### src/rtl/plr_pkg.sv
package plr_pkg;

    // Register file geometry
    localparam int REG_W     = 6;
    localparam int ADDR_W    = 2;
    localparam int NUM_FLAGS = 6;
    localparam int NUM_EN    = 4;
    localparam int SLP_W     = 3;

    // Register addresses
    localparam logic [ADDR_W-1:0] A_SLEEP  = 2'd0;
    localparam logic [ADDR_W-1:0] A_ENABLE = 2'd1;
    localparam logic [ADDR_W-1:0] A_STATUS = 2'd2;

    // Flag positions
    localparam int FL_BTN   = 0;
    localparam int FL_RING  = 1;
    localparam int FL_ALARM = 2;
    localparam int FL_PME   = 3;
    localparam int FL_STBY  = 4;
    localparam int FL_MAIN  = 5;

    // Flags held clear while standby power is absent
    localparam logic [NUM_FLAGS-1:0] STBY_WELL_MASK = 6'b00_1111;

    // Enable positions
    localparam int EN_STAYOFF = 0;
    localparam int EN_ALARM   = 1;
    localparam int EN_RING    = 2;
    localparam int EN_PME     = 3;

    typedef enum logic [SLP_W-1:0] {
        SLP_S0 = 3'd0,
        SLP_S1 = 3'd1,
        SLP_S3 = 3'd3,
        SLP_S4 = 3'd4,
        SLP_S5 = 3'd5
    } slp_e;

    typedef struct packed {
        logic              en;
        logic [ADDR_W-1:0] addr;
        logic [REG_W-1:0]  data;
    } wr_req_t;

    function automatic logic is_valid_slp(logic [SLP_W-1:0] code);
        case (code)
            3'd0, 3'd1, 3'd3, 3'd4, 3'd5: return 1'b1;
            default:                      return 1'b0;
        endcase
    endfunction

    // State to resume in once standby power returns
    function automatic slp_e recover_slp(slp_e at_fail, logic stay_off);
        if (!stay_off)
            return SLP_S0;
        else if (at_fail == SLP_S4)
            return SLP_S4;
        else
            return SLP_S5;
    endfunction

endpackage

### src/rtl/plr_flag_bank.sv
module plr_flag_bank
    import plr_pkg::*;
#(
    parameter int N = NUM_FLAGS
) (
    input  logic         clk,
    input  logic         cold_clr,
    input  logic [N-1:0] force_clr,
    input  logic [N-1:0] set_ev,
    input  logic [N-1:0] w1c,
    output logic [N-1:0] q
);
    for (genvar i = 0; i < N; i++) begin : g_flag
        always_ff @(posedge clk) begin
            if (cold_clr)
                q[i] <= 1'b0;
            else if (force_clr[i])
                q[i] <= 1'b0;
            else if (set_ev[i])
                q[i] <= 1'b1;
            else if (w1c[i])
                q[i] <= 1'b0;
        end
    end
endmodule

### src/rtl/plr_en_reg.sv
module plr_en_reg
    import plr_pkg::*;
#(
    parameter int N = NUM_EN
) (
    input  logic         clk,
    input  logic         cold_clr,
    input  logic         we,
    input  logic [N-1:0] d,
    output logic [N-1:0] q
);
    always_ff @(posedge clk) begin
        if (cold_clr)
            q <= '0;
        else if (we)
            q <= d;
    end


    en_kept_chk: assert property (@(posedge clk) disable iff (cold_clr)
        !we |=> $stable(q));
endmodule

### src/rtl/plr_state_seq.sv
module plr_state_seq
    import plr_pkg::*;
(
    input  logic             clk,
    input  logic             cold_clr,
    input  logic             stby_ok,
    input  logic             stay_off,
    input  logic             wake_any,
    input  logic             slp_we,
    input  logic [SLP_W-1:0] slp_wd,
    output logic [SLP_W-1:0] slp_out,
    output logic             wake_req
);
    slp_e slp;
    logic stby_q;
    logic recov;

    assign recov   = stby_ok && !stby_q;
    assign slp_out = slp;

    always_ff @(posedge clk) begin
        if (cold_clr) begin
            slp      <= SLP_S5;
            stby_q   <= 1'b0;
            wake_req <= 1'b0;
        end else begin
            stby_q   <= stby_ok;
            wake_req <= 1'b0;
            if (recov) begin
                slp <= recover_slp(slp, stay_off);
            end else if (stby_ok && slp != SLP_S0 && wake_any) begin
                slp      <= SLP_S0;
                wake_req <= 1'b1;
            end else if (stby_ok && slp_we && is_valid_slp(slp_wd)) begin
                slp <= slp_e'(slp_wd);
            end
        end
    end


    off_to_s5_chk: assert property (@(posedge clk) disable iff (cold_clr)
        (recov && stay_off && slp != SLP_S4) |=> slp == SLP_S5);

    s4_kept_chk: assert property (@(posedge clk) disable iff (cold_clr)
        (recov && stay_off && slp == SLP_S4) |=> slp == SLP_S4);

    boot_on_chk: assert property (@(posedge clk) disable iff (cold_clr)
        (recov && !stay_off) |=> slp == SLP_S0);

    wake_pulse_chk: assert property (@(posedge clk) disable iff (cold_clr)
        wake_req |=> !wake_req);

    frozen_chk: assert property (@(posedge clk) disable iff (cold_clr)
        (!stby_ok && !$past(stby_ok)) |-> $stable(slp));
endmodule

### src/rtl/plr_wake_ctrl.sv
module plr_wake_ctrl
    import plr_pkg::*;
(
    input  logic                 clk,
    input  logic                 rtc_rst_n,
    input  logic                 stby_ok,
    input  logic                 main_pok,
    input  logic                 pwr_btn_n,
    input  logic                 ring_n,
    input  logic                 rtc_alarm,
    input  logic                 pme_evt,
    input  logic                 wr_en,
    input  logic [ADDR_W-1:0]    wr_addr,
    input  logic [REG_W-1:0]     wr_data,
    output logic [SLP_W-1:0]     next_state,
    output logic                 wake_req,
    output logic [NUM_FLAGS-1:0] status_flags,
    output logic [NUM_EN-1:0]    enable_bits
);
    logic                 cold_clr;
    wr_req_t              wr;
    logic                 btn_q;
    logic [NUM_FLAGS-1:0] set_ev;
    logic [NUM_FLAGS-1:0] force_clr;
    logic [NUM_FLAGS-1:0] w1c;
    logic                 wake_any;

    assign cold_clr = !rtc_rst_n;
    assign wr       = '{en: wr_en, addr: wr_addr, data: wr_data};

    // Button level history for edge detection
    always_ff @(posedge clk) begin
        if (cold_clr)
            btn_q <= 1'b1;
        else
            btn_q <= pwr_btn_n;
    end

    always_comb begin
        set_ev           = '0;
        set_ev[FL_BTN]   = stby_ok && btn_q && !pwr_btn_n;
        set_ev[FL_RING]  = stby_ok && !ring_n;
        set_ev[FL_ALARM] = stby_ok && rtc_alarm;
        set_ev[FL_PME]   = stby_ok && pme_evt;
        set_ev[FL_STBY]  = !stby_ok;
        set_ev[FL_MAIN]  = !main_pok;
    end

    assign force_clr = {NUM_FLAGS{!stby_ok}} & STBY_WELL_MASK;
    assign w1c       = (wr.en && wr.addr == A_STATUS) ? wr.data[NUM_FLAGS-1:0] : '0;

    plr_flag_bank #(.N(NUM_FLAGS)) u_flags (
        .clk      (clk),
        .cold_clr (cold_clr),
        .force_clr(force_clr),
        .set_ev   (set_ev),
        .w1c      (w1c),
        .q        (status_flags)
    );

    plr_en_reg #(.N(NUM_EN)) u_en (
        .clk     (clk),
        .cold_clr(cold_clr),
        .we      (wr.en && wr.addr == A_ENABLE),
        .d       (wr.data[NUM_EN-1:0]),
        .q       (enable_bits)
    );

    assign wake_any = status_flags[FL_BTN]
                    || (status_flags[FL_RING]  && enable_bits[EN_RING])
                    || (status_flags[FL_ALARM] && enable_bits[EN_ALARM]);

    plr_state_seq u_seq (
        .clk     (clk),
        .cold_clr(cold_clr),
        .stby_ok (stby_ok),
        .stay_off(enable_bits[EN_STAYOFF]),
        .wake_any(wake_any),
        .slp_we  (wr.en && wr.addr == A_SLEEP),
        .slp_wd  (wr.data[SLP_W-1:0]),
        .slp_out (next_state),
        .wake_req(wake_req)
    );


    stby_clear_chk: assert property (@(posedge clk) disable iff (cold_clr)
        !stby_ok |=> (status_flags[3:0] == 4'b0000));

    main_loss_chk: assert property (@(posedge clk) disable iff (cold_clr)
        !main_pok |=> status_flags[FL_MAIN]);

    stby_loss_chk: assert property (@(posedge clk) disable iff (cold_clr)
        !stby_ok |=> status_flags[FL_STBY]);

    pme_no_wake_chk: assert property (@(posedge clk) disable iff (cold_clr)
        wake_req |-> $past(status_flags[FL_BTN]
                          || (status_flags[FL_RING]  && enable_bits[EN_RING])
                          || (status_flags[FL_ALARM] && enable_bits[EN_ALARM])));

    wake_to_on_chk: assert property (@(posedge clk) disable iff (cold_clr)
        wake_req |-> (next_state == 3'd0) && $past(stby_ok));
endmodule

### config.mk
export PLATFORM = sky130hd
export DESIGN_NAME = plr_wake_ctrl
export DESIGN_NICKNAME = d
export VERILOG_FILES = /design/src/rtl/plr_pkg.sv /design/src/rtl/plr_flag_bank.sv /design/src/rtl/plr_en_reg.sv /design/src/rtl/plr_state_seq.sv /design/src/rtl/plr_wake_ctrl.sv
export SDC_FILE = /design/constraint.sdc
export NUM_CORES = 1
export LEC_CHECK = 0
export BUFFER_PORTS_ARGS = -buffer_cell sky130_fd_sc_hd__clkbuf_2
export CORE_ASPECT_RATIO = 1.1
export CORE_UTILIZATION = 29
export CTS_CLUSTER_DIAMETER = 120
export DETAILED_ROUTE_END_ITERATION = 16
export HOLD_SLACK_MARGIN = 0.05
export PLACE_DENSITY = 0.62
export SYNTH_ARGS = -nofsm -noshare
export SYNTH_HDL_FRONTEND = slang
export SYNTH_HIERARCHICAL = 1
export SYNTH_SLANG_ARGS = --single-unit
### constraint.sdc
create_clock -name clk -period 2.47 [get_ports clk]
set_clock_uncertainty 0.05 [all_clocks]
set_input_delay 0.247 -clock clk [delete_from_list [all_inputs] [get_ports clk]]
set_output_delay 0.247 -clock clk [all_outputs]
set_load 0.01 [all_outputs]
Word-level counts from Yosys, hierarchy flattened
Index checks and enable logic that the tools add are counted.
- register bits after elaboration: 16
- bits in latches: 0
- bits in writable memories: 0
- memory bits (read-only): 0
- input bits: 17
- output and inout bits: 14
- logic and storage cells: 75
- memories kept: 0
- $add $sub $neg: 0
- $mul: 0
- divide/modulo/power cells: 0
- order comparisons: 0
- equality and inequality tests: 9
- shift operators: 0
- multiplexer cells: 23
- bitwise gates (word level): 1
- reductions and logical operators: 31
- operators by type and width (operator ; count):
    2-to-1 mux 1 bit ; 18
    logical AND 1 bit ; 15
    2-to-1 mux 3 bit ; 4
    == test 3 bit, second input constant ; 3
    nonzero test 2 bit ; 4
    2-to-1 mux 6 bit ; 1
    nonzero test 3 bit ; 2
    OR reduction 5 bit ; 1
    inequality test 2 x 1 -> 1 bit, second input constant ; 2
    == test 3 x 1 -> 1 bit, second input constant ; 1
    == test 3 x 2 -> 1 bit, second input constant ; 1
    zero test 1 bit ; 3
    zero test 3 bit ; 1
    == test 2 x 1 -> 1 bit, second input constant ; 1
    == test 2 bit, second input constant ; 1
    zero test 2 bit ; 1
    logical OR 1 bit ; 2
    AND reduction 2 bit ; 1
    OR reduction 2 bit ; 1
    inverter 1 bit ; 1

Depth between registers and ports, before layout
Gate-level depths: netlist of run 1.
- word-level depth: 11
- gate-level depth with buffers: 5
- mapped depth without buffers: 5

Cells and area by module
The synthesis of run 1 kept the hierarchy.
- modules (own cells, without submodules) (module ; instances ; cells an instance ; area an instance (um^2)):
    plr_state_seq ; 1 ; 31 ; 272.8
    plr_flag_bank ; 1 ; 24 ; 225.2
    plr_wake_ctrl ; 1 ; 19 ; 156.4
    plr_en_reg ; 1 ; 13 ; 140.1

Worst setup path after synthesis of run 1
No wires, ideal clock.
- path kind: register to register
- from: register u_flags.q[1]
- to: register u_seq.slp[1] (netlist: u_seq/slp_out[1])
- setup time: 79 ps
- arrival: 1180 ps
- data required time: 2341 ps
- setup slack: 1160 ps
- cell stages (with the launch flop): 6
- period minus slack after synthesis: 1310 ps
- path through: dfxtp_1 -> a221o_1 -> o31ai_4 -> and2_4 -> nand2_2 -> a211oi_2
- longest elaborated chain between the ends: 6
- elaborated cells between the ends (all ways): 7
- those cells by class: mux: 2; reduce/logical: 5
- RTL lines (what ; RTL line ; source):
    from (decl) ; plr_flag_bank.sv:11 ; output logic [N-1:0] q
    from (signal, indexed assignment) ; plr_flag_bank.sv:16 ; q[i] <= 1'b0;
    from (signal, indexed assignment) ; plr_flag_bank.sv:18 ; q[i] <= 1'b0;
    from (signal, indexed assignment) ; plr_flag_bank.sv:20 ; q[i] <= 1'b1;
    logical AND 1 bit (*) ; plr_wake_ctrl.sv:70 ; || (status_flags[FL_RING] && enable_bits[EN_RING])
    logical OR 1 bit (*) ; plr_wake_ctrl.sv:70 ;
    logical OR 1 bit (*) ; plr_wake_ctrl.sv:71 ; || (status_flags[FL_ALARM] && enable_bits[EN_ALARM]);
    via wake_any ; plr_wake_ctrl.sv:26 ; logic wake_any;
    logical AND 1 bit (*) ; plr_state_seq.sv:31 ; end else if (stby_ok && slp != SLP_S0 && wake_any) begin
    2-to-1 mux 3 bit ; plr_state_seq.sv:31 ;
    2-to-1 mux 3 bit ; plr_state_seq.sv:29 ; if (recov) begin
    to (signal assigned) ; plr_state_seq.sv:30 ; slp <= recover_slp(slp, stay_off);
    to (signal assigned) ; plr_state_seq.sv:35 ; slp <= slp_e'(slp_wd);
    to (decl) ; plr_state_seq.sv:14 ; slp_e slp;
Mark *: on every way through the listed nets, which the timed path passes. The rest lies on a longest branch.
A chain may end at the register's enable or synchronous reset.

Worst setup path after layout of run 1
- from: register u_flags.q[1]
- to: register u_seq.slp[0] (netlist: u_seq/slp_out[0])
Same word-level chain as after synthesis.

==> run metrics, run 1 <==
post_cts resized 0; post-synthesis area per instance approximately 9.1 sq um; CTS sink cnt 16; Placer Congestion 0.7654; Setup crit end kind register; main combinational cell family by area after synthesis simple AND/OR/NAND/NOR gates; via density per instance 4.796; DRC Markers 0; CTS HTree Levels 1; vias in the first global route 659; CP startpoint u_flags/q[1]$_SDFFE_PP0P_; cell-internal power 395.9 uW; r2r startpoint u_flags/q[1]$_SDFFE_PP0P_; Clock transition at path regs 0.09 ns; DR iter-0 viols 22; Ys Warns 6; Rows 19; sequential area share after synthesis 40.31%; die footprint roughly 0.003 sq mm; post-CTS setup buffer count 0; Clock Power Share 33.2%; HPWL Detailed between 1000 and 1500 um; Power Dens Cells between 500 and 600 mW/mm^2; CTS tree done; Layout Nets 139; initial antenna violation count 0; Hold Path Class in2reg; post-synthesis simple-gate area fraction 33.86%; CTS root buffer clkbuf_4; Core Box Area ~0.0025 sq mm; DR vias between 700 and 800; chip height 56.90 um; CP Class reg2reg; Clk Latency, worst-skew pair 0.29 ns; leak pwr 0.4800 nW; Total Power between 500 and 600 uW; Mapped Cells 87; Req. time, crit path 2.60 ns; mux contribution to synthesized area 5.039%; total grt overflow 0; Post-CTS Hold Buffers 0; area share of fa/ha/maj cells after synthesis 0%; Synth Area in Compound Gates between 10% and 20%; unrepaired setup endpoints after global routing false; cell area after synthesis 794.5 sq um; Post-Route WL 1732 um; drt pass-1 iters 4; combinational power share 14.5%; first-pass GRT wire length 2939 um; share of layout cells above drive strength 1 33.06%; xor/xnor share of the synthesized area 0%; Final period util 57.48%; CTS Buffer Depth 2; status complete, no violations; final slew viol count 0; I/O pin count 31; Peak VDD IR 0.2549 mV; Die X 51.91 um; Net Sw Power 136.6 uW; Final Hold Viols 0; number of port buffers 30; ANT nets after route 0; Starting Density between 30% and 40%; Data arrival, critical path 1.55 ns; Yosys cell types 29; gr usage total 13.37%; Switching Share 25.65%; Area growth syn-to-layout 28.19%; sequential power share 52.2%; startpoint types register; hold wc startpoint rtc_rst_n; Max FO, Critical Path 3; largest net degree at the start of global routing 15; routed len/inst 11.39 um; Final min period between 1 and 1.5 ns; most common cell after layout, fill and taps aside clkbuf_2; setup_tns 0 ns; Max Cap Viol 0; Setup Viol. Count Final 0; Seq cells post-synth 16; Num CTS Buffers 3; maximum clock frequency 704.3 MHz; diode count 0; commonest cells after routing, fill and taps aside clkbuf_2, dfxtp_1, nor2_1
Yosys cell counts:
| master | number | area share (%) |
|---|---|---|
| a211oi_2 | 1 | 1.6 |
| a21boi_0 | 1 | 0.95 |
| a21oi_1 | 1 | 0.63 |
| a221o_1 | 1 | 1.3 |
| a22oi_1 | 1 | 0.95 |
| a32oi_1 | 1 | 1.1 |
| a41oi_1 | 1 | 1.1 |
| and2_1 | 2 | 1.6 |
| and2_4 | 1 | 1.1 |
| and3b_1 | 1 | 1.1 |
| and3b_2 | 1 | 1.3 |
| and4b_1 | 6 | 7.6 |
| clkbuf_2 | 1 | 0.63 |
| conb_1 | 1 | 0.47 |
| dfxtp_1 | 16 | 40 |
| inv_1 | 4 | 1.9 |
| mux2i_1 | 4 | 5.0 |
| nand2_1 | 2 | 0.95 |
| nand2_2 | 1 | 0.79 |
| nand2b_1 | 4 | 3.1 |
| nand3_1 | 1 | 0.63 |
| nor2_1 | 14 | 6.6 |
| nor2b_1 | 9 | 7.1 |
| nor3b_1 | 1 | 0.95 |
| o21a_1 | 6 | 5.7 |
| o21ai_0 | 1 | 0.63 |
| o21ai_1 | 2 | 1.3 |
| o31ai_4 | 1 | 2.7 |
| or2b_2 | 1 | 1.1 |
final cells by class:
class	count	area, sq um
multi-input combinational	67	457.9
inverter	4	15.01
fill	274	1525
sequential	16	320.3
tap	31	38.79
timing repair buffer	30	150.1
clock buffer	4	36.28
worst max-delay path, cell delays in order (launching register included):
cell and delay [ns]:
dfxtp_1 0.33, a221o_1 0.39, o31ai_4 0.08, nand2_1 0.08
o21ai_0 0.26, a22oi_1 0.11
metrics by stage:
stage                     hold slack (ns)  setup WS, ns  cell area (sq um)  cells  utilization [%]
after floorplan                    0.2700         1.160              798.3     88                -
after global placement             0.3745         1.016              982.2    148            38.61
after detailed placement           0.3749        0.9835              982.2    148            38.61
after CTS                         0.06200         1.075               1018    152            40.04
after global routing              0.07427        0.9444               1018    152            40.04
final                             0.06906         1.050               1018    152            40.04
worst paths after layout:
| check | slack [ns] | depth (start not counted) | endpoint |
|---|---|---|---|
| max | 1.05 | 5 | u_seq/slp_out[0]$_SDFFE_PP1P_ |
| min | 0.07 | 2 | btn_q$_SDFF_PN1_ |
| max reg2reg | 1.05 | 5 | u_seq/slp_out[0]$_SDFFE_PP1P_ |
| min reg2reg | 0.41 | 2 | u_seq/wake_req$_SDFF_PP0_ |
flip-flops by register name (all words and copies together), names as in the netlist:
signal / flops
u_seq/slp_out: 3
u_en/q: 4
u_seq/stby_q: 1
btn_q: 1
u_seq/wake_req: 1
u_flags/q: 6
routing by layer:
layer / wire length [um] / vias to the layer above / track usage (%)
met5: 0 / - / 0
met2: 753 / 29 / 19.96
li1: - / 370 / -
met3: 133 / 3 / 3.523
met4: 28 / 0 / 6.950
met1: 817 / 327 / 17.18
power groups by stage:
stage | Sequential, mW | Combinational [mW] | Clock [mW]
global route | 0.280 | 0.0874 | 0.199
finish | 0.278 | 0.0774 | 0.177
global placement | 0.284 | 0.0761 | 0
CTS | 0.278 | 0.0779 | 0.186
floorplan | 0.287 | 0.0386 | 0
detailed placement | 0.284 | 0.0776 | 0
cells by family after synthesis:
logic type	Yosys count
buf+inv	5
mux	4
simple gates	44
flops	16
other cells	1
compound gates	17
(Power assumes the default switching activity.)
==> inputs of run 2 (changes only) <==
ABC_AREA = 1   (was default)
PLACE_DENSITY = 0.63   (was 0.62)
clock period = 1.2 ns   (was 2.47 ns; I/O delays follow)
==> run 2 against run 1 <==
Hold slack got worse by 0.00077 ns. Register-to-register slack got worse by 0.93 ns. Synthesized cell count up 68%. Largest cell class unchanged.
==> run metrics, run 2 <==
ANT nets after route 0 (unchanged); met1 global-route usage 14.47% (-2.7 points); met3 Track Usage GR 3.412% (-0.11 points); Net Sw Power 325.2 uW (+140%); critical path's most frequent cell nand2_1; area share of fa/ha/maj cells after synthesis 0% (unchanged); number of flops mapped to enable cells by yosys 0 (unchanged); maximum clock frequency 926.9 MHz (+32%); xor/xnor share of the synthesized area 0% (unchanged); diode count 0 (unchanged); DR iter-0 viols 14 (-36%); unrepaired setup endpoints after global routing false; most common cell after layout, fill and taps aside nand2_1; delay-heaviest family, CP simple AND/OR/NAND/NOR gates; Clk Latency, worst-skew pair 0.29 ns (about the same); Setup crit end kind register; Starting Density 31.70% (+0.46 points); vias in the first global route 784 (+19%); DP Cell Count 210 (+42%); Power Dens Cells 934.3 mW/mm^2 (+79%); Post-synth top cells inv_1, nand2_1, nor2_1; commonest cells after routing, fill and taps aside nand2_1, inv_1, clkbuf_2; Peak VDD IR 0.6058 mV (+140%); DRC Markers 0 (unchanged); Layout Nets 203 (+46%); DR vias 899 (+23%); Area growth syn-to-layout 28.26% (about the same); Die X 55.47 um (+6.9%); cell area after synthesis 912.1 sq um (+15%); M2 GR Usage 20.48% (+0.52 points); Largest Register u_flags/q; sequential area share after synthesis 35.12% (-5.2 points); Clock transition at path regs 0.10 ns (about the same); cell-internal power 767.9 uW (+94%); ys async rst share 0% (unchanged); Placer Congestion 0.7476 (-2.3%); Ys Warns 6 (unchanged); I/O pin count 31 (unchanged); CTS root buffer clkbuf_4; share of layout cells above drive strength 1 32.07% (-0.99 points); GRT busiest layer met2; crit path cell chain nand2_1 -> nand3b_1 -> nand2_1 -> inv_2 -> nand2_4 -> nand2_1 -> nand2_1 -> nand2_1 -> nand3_1; via density per instance 4.143 (-14%); Yosys cell types 20 (-31%); CP Class reg2reg; Total Power 1.093 mW (+110%); Synth area leaders dfxtp_1, inv_1, nand2_1; gr usage total 12.33% (-1.0 points); post-synthesis area per instance 6.247 sq um (-32%); final slew viol count 0 (unchanged); Final min period 1.079 ns (-0.3410 ns); Main synth FF type dfxtp_1; Num CTS Buffers 3 (unchanged); HPWL Detailed 1404 um (+3.2%); CTS HTree Levels 1 (unchanged); total grt overflow 0 (unchanged); largest net degree at the start of global routing 9 (-6); non-filler cells, final 217 (+43%); die footprint 0.003374 sq mm (+14%); Mapped Cells 146 (+68%); setup_tns 0 ns (unchanged); Req. time, crit path 1.33 ns (-1.27 ns); Yosys top cell area share 35.12% (-5.2 points); CTS tree done; area leader, netlist dfxtp_1; Rows 20 (+1); Final Hold Viols 0 (unchanged); routed len/inst 8.599 um (-25%); Core Box Area 0.002878 sq mm (+13%); Setup Viol. Count Final 0 (unchanged); leak pwr 0.6724 nW (+40%); sequential power share 52.8% (+0.6 points); Critical path buffers and inverters 1 (+1); number of port buffers 30 (unchanged); Hold Path Class in2reg; Post-Route WL 1866 um (+7.7%); Final period util 89.90% (+32 points); Largest register FFs 6 (unchanged); status complete, no violations; Data arrival, critical path 1.21 ns (-0.34 ns); startpoint types register; Max Cap Viol 0 (unchanged); CP max-delay cell dfxtp_2; drt pass-1 iters 4 (unchanged); Clock Power Share 27.3% (-5.9 points); Seq cells post-synth 16 (unchanged); Max FO, Critical Path 7 (+4); mux contribution to synthesized area 0% (-5.0 points); main combinational cell family by area after synthesis simple AND/OR/NAND/NOR gates; Synth Area in Compound Gates 7.270% (-11 points); Switching Share 29.75% (+4.1 points); initial antenna violation count 0 (unchanged); combinational power share 19.9% (+5.4 points); post-synthesis simple-gate area fraction 37.86% (+4.0 points); CTS Buffer Depth 2 (unchanged); CTS sink cnt 16 (unchanged); critical path's largest stage delay 0.36 ns (-0.03 ns); chip height 60.82 um (+6.9%); first-pass GRT wire length 3180 um (+8.2%)
## run 2: cell count changes after synthesis, moves of 4 or more
| cell | before | now |
|---|---|---|
| nand2b_1 | 4 | 0 |
| inv_1 | 4 | 40 |
| mux2i_1 | 4 | 0 |
| nor2_1 | 14 | 21 |
| o21a_1 | 6 | 0 |
| and4b_1 | 6 | 0 |
| nor2b_1 | 9 | 0 |
| inv_2 | 0 | 4 |
| a21oi_2 | 0 | 6 |
| nand2_1 | 2 | 40 |
## run 2: power groups by stage
stage               registers, mW  logic [mW]  clock network [mW]
finish                      0.577       0.217               0.299
global route                0.581       0.248               0.346
CTS                         0.576       0.216               0.302
detailed placement          0.588       0.208                   0
global placement            0.588       0.207                   0
floorplan                   0.597       0.124                   0
## run 2: cells by family (layout without fill, tap and decap cells)
group,count (synthesis),after routing
compound gates,8,8
buf+inv,45,82
flops,16,16
other cells,1,2
simple gates,76,76
## run 2: worst reg2reg max path, stage by stage, from the launching register on
cell      delay, ns
dfxtp_2        0.36
nand2_1        0.06
nand3b_1       0.08
nand2_1        0.06
inv_2          0.07
nand2_4        0.07
nand2_1        0.07
nand2_1        0.05
nand2_1        0.05
nand3_1        0.06
## run 2: path summary, 6_finish.rpt
| check | start | end | slack (ns) | depth (start not counted) |
|---|---|---|---|---|
| max | u_en/q[1]$_SDFFE_PP0P_ | u_seq/slp_out[0]$_SDFFE_PP1P_ | 0.12 | 9 |
| min | wr_data[3] | u_en/q[3]$_SDFFE_PP0P_ | 0.07 | 5 |
| max reg2reg | u_en/q[1]$_SDFFE_PP0P_ | u_seq/slp_out[0]$_SDFFE_PP1P_ | 0.12 | 9 |
| min reg2reg | u_flags/q[3]$_SDFFE_PP0P_ | u_flags/q[3]$_SDFFE_PP0P_ | 0.43 | 2 |
## run 2: per-stage QoR
step / area (sq um) / hold WS [ns] / util [%] / setup WS, ns
3_3_place_gp: 1104 / 0.2781 / 38.35 / 0.1051
5_1_grt: 1170 / 0.06525 / 40.65 / 0.002437
3_5_place_dp: 1104 / 0.2794 / 38.35 / 0.1030
6_report: 1170 / 0.06829 / 40.65 / 0.1212
2_1_floorplan: 915.9 / 0.1766 / - / 0.1391
4_1_cts: 1156 / 0.06369 / 40.17 / 0.08408
## run 2: cell type report
type / count / area [sq um]
sequential: 16 / 326.6
clock buffer: 3 / 22.52
tap: 33 / 41.29
timing repair buffer: 35 / 195.2
multi-input combinational: 86 / 419.2
fill: 313 / 1708
inverter: 44 / 165.2
## run 2: per-layer routing
| metal | routed length [um] | up-vias |
|---|---|---|
| met3 | 105 | 2 |
| met4 | 18 | 0 |
| met5 | 0 | - |
| met1 | 898 | 379 |
| met2 | 844 | 24 |
| li1 | - | 494 |
## run 2: timing repair
action	in CTS	in global routing
hold buffers	3	0
gates resized for setup	0	6
endpoints found under the setup margin	0	2
endpoints found under the hold margin	4	0
buffers inserted	0	1
==> inputs of run 3 (changes only) <==
ABC_AREA = 0   (was 1)
CORE_MARGIN = 2   (was default)
PLACE_DENSITY = 0.64   (was 0.63)
==> run 3 against run 2 <==
The flow now finishes with violations (negative setup slack). Register-to-register slack got worse by 0.29 ns. Critical path type unchanged. Sequential share of layout area decreased by 0.083 points. Largest cell class unchanged. First-iteration DRC count fell by 64%. Combinational power shrank 6%.
==> run metrics, run 3 (synthesis gave the netlist of run 1 again) <==
share of layout cells above drive strength 1 41.30% (+9.2 points); startpoint types register; final slew viol count 0 (unchanged); CTS Buffer Depth 2 (unchanged); Max Cap Viol 0 (unchanged); die footprint 0.003175 sq mm (-5.9%); DR iter-0 viols 5 (-9); total grt overflow 0 (unchanged); Final Hold Viols 0 (unchanged); HPWL Detailed 1636 um (+17%); Placer Congestion 0.8123 (+8.7%); Core Box Area 0.002544 sq mm (-12%); Rows 19 (-5.0%); Final min period 1.366 ns (+0.2870 ns); Post-Route WL 2108 um (+13%); via density per instance 4.740 (+14%); final worst slack -0.1658 ns (-0.2870 ns); CP Class reg2reg; critical path's largest stage delay 0.38 ns (+0.02 ns); FILL cells 265 (-15%); Clock transition at path regs 0.10 ns (about the same); CTS HTree Levels 1 (unchanged); leak pwr 0.5659 nW (-16%); Area growth syn-to-layout 45.98%; DP Worst Slack -0.1055 ns (-0.2085 ns); commonest cells after routing, fill and taps aside clkbuf_2, dfxtp_1, buf_4, nor2_1, nor2b_1; Die X 53.91 um (-2.8%); Setup Viol. Count Final 3 (+3); most common cell after layout, fill and taps aside clkbuf_2; gr usage total 14.86% (+2.5 points); Req. time, crit path 1.36 ns (+0.03 ns); CTS tree done; Peak VDD IR 0.6158 mV (+1.7%); routed len/inst 12.47 um (+45%); number of port buffers 30 (unchanged); Setup crit end kind register; Final period util 113.8% (+24 points); Starting Density 31.23% (-0.46 points); unrepaired setup endpoints after global routing true; DRC Markers 0 (unchanged); largest net degree at the start of global routing 14 (+5); Num CTS Buffers 3 (unchanged); Largest register FFs 6 (unchanged); Critical path buffers and inverters 0 (-1); Power Dens Cells 978.1 mW/mm^2 (+4.7%); Hold Path Class in2reg; initial antenna violation count 0 (unchanged); diode count 0 (unchanged); maximum clock frequency 732.2 MHz (-21%); delay-heaviest family, CP compound AO/OA/AOI/OAI gates; Largest Register u_flags/q; chip height 58.90 um (-3.2%); DR vias 801 (-11%); Register Area 322.8 sq um (-1.1%); Clk Latency, worst-skew pair 0.29 ns (about the same); status finished with violations; ANT nets after route 0 (unchanged); CTS sink cnt 16 (unchanged); vias in the first global route 805 (+2.7%); CTS root buffer clkbuf_4; WHS 0.06865 ns (+0.0003656 ns); crit path cell chain a221o_1 -> o31ai_4 -> and2_4 -> o21ai_1 -> a32oi_1; Max FO, Critical Path 3 (-4); multi-input combinational cell area 461.7 sq um (+10%); violated checks negative setup slack; I/O pin count 31 (unchanged); CP max-delay cell a221o_1; first-pass GRT wire length 3512 um (+10%); Data arrival, critical path 1.53 ns (+0.32 ns); Layout Nets 156 (-23%); drt pass-1 iters 4 (unchanged)
-- run 3: worst reg2reg max path, cell delays in order (launching register included) --
cell     delay [ns]
dfxtp_2        0.34
a221o_1        0.38
o31ai_4        0.08
and2_4         0.21
o21ai_1        0.07
a32oi_1        0.16
-- run 3: timing repair --
action | 4_1_cts | 5_1_grt
endpoints found under the hold margin | 2 | 1
hold buffers | 3 | 1
gates resized for setup | 0 | 2
pin swaps | 1 | 3
gates cloned | 0 | 0
setup buffers | 0 | 1
endpoints found under the setup margin | 3 | 4
-- run 3: path summary, 6_finish.rpt --
path                                                start                             to  slack [ns]  cells after the start
worst min-delay path                           wr_data[3]         u_en/q[3]$_SDFFE_PP0P_        0.07                      3
worst max-delay path            u_flags/q[1]$_SDFFE_PP0P_  u_seq/slp_out[2]$_SDFFE_PP1P_       -0.17                      5
worst min register to register    u_seq/stby_q$_SDFF_PP0_      u_seq/wake_req$_SDFF_PP0_        0.43                      2
worst max register to register  u_flags/q[1]$_SDFFE_PP0P_  u_seq/slp_out[2]$_SDFFE_PP1P_       -0.17                      5
-- run 3: power by group --
part / total [mW] / switching, mW / internal [mW]
clock network: 0.358 / 0.174 / 0.185
registers: 0.572 / 0.0178 / 0.554
logic: 0.204 / 0.0969 / 0.108
total: 1.13 / 0.289 / 0.846
-- run 3: layout make-up --
| type | count | share of cell area [%] |
|---|---|---|
| Clock buffer | 4 | 3.128 |
| Inverter | 4 | 1.295 |
| Multi-Input combinational cell | 67 | 39.81 |
| Sequential cell | 16 | 27.83 |
| Tap cell | 31 | 3.344 |
| Timing Repair Buffer | 47 | 24.60 |
-- run 3: per-layer routing --
| layer | GRT usage (%) | vias up | routed length, um |
|---|---|---|---|
| met5 | 0 | - | 0 |
| li1 | - | 402 | - |
| met1 | 18.71 | 371 | 920 |
| met3 | 5.330 | 0 | 139 |
| met2 | 25.61 | 28 | 1048 |
| met4 | 0 | 0 | 0 |
-- run 3: stage by stage --
step                setup TNS, ns  cell area, sq um  utilization (%)  total power [mW]  instances
floorplan                 -0.2091             799.5                -            0.6715         88
global placement          -0.1885              1081            42.50            0.7707        161
detailed placement        -0.2719              1081            42.50            0.7774        161
CTS                       -0.3978              1147            45.11             1.153        168
global route              -0.6232              1160            45.60             1.201        169
finish                    -0.4544              1160            45.60             1.134        169
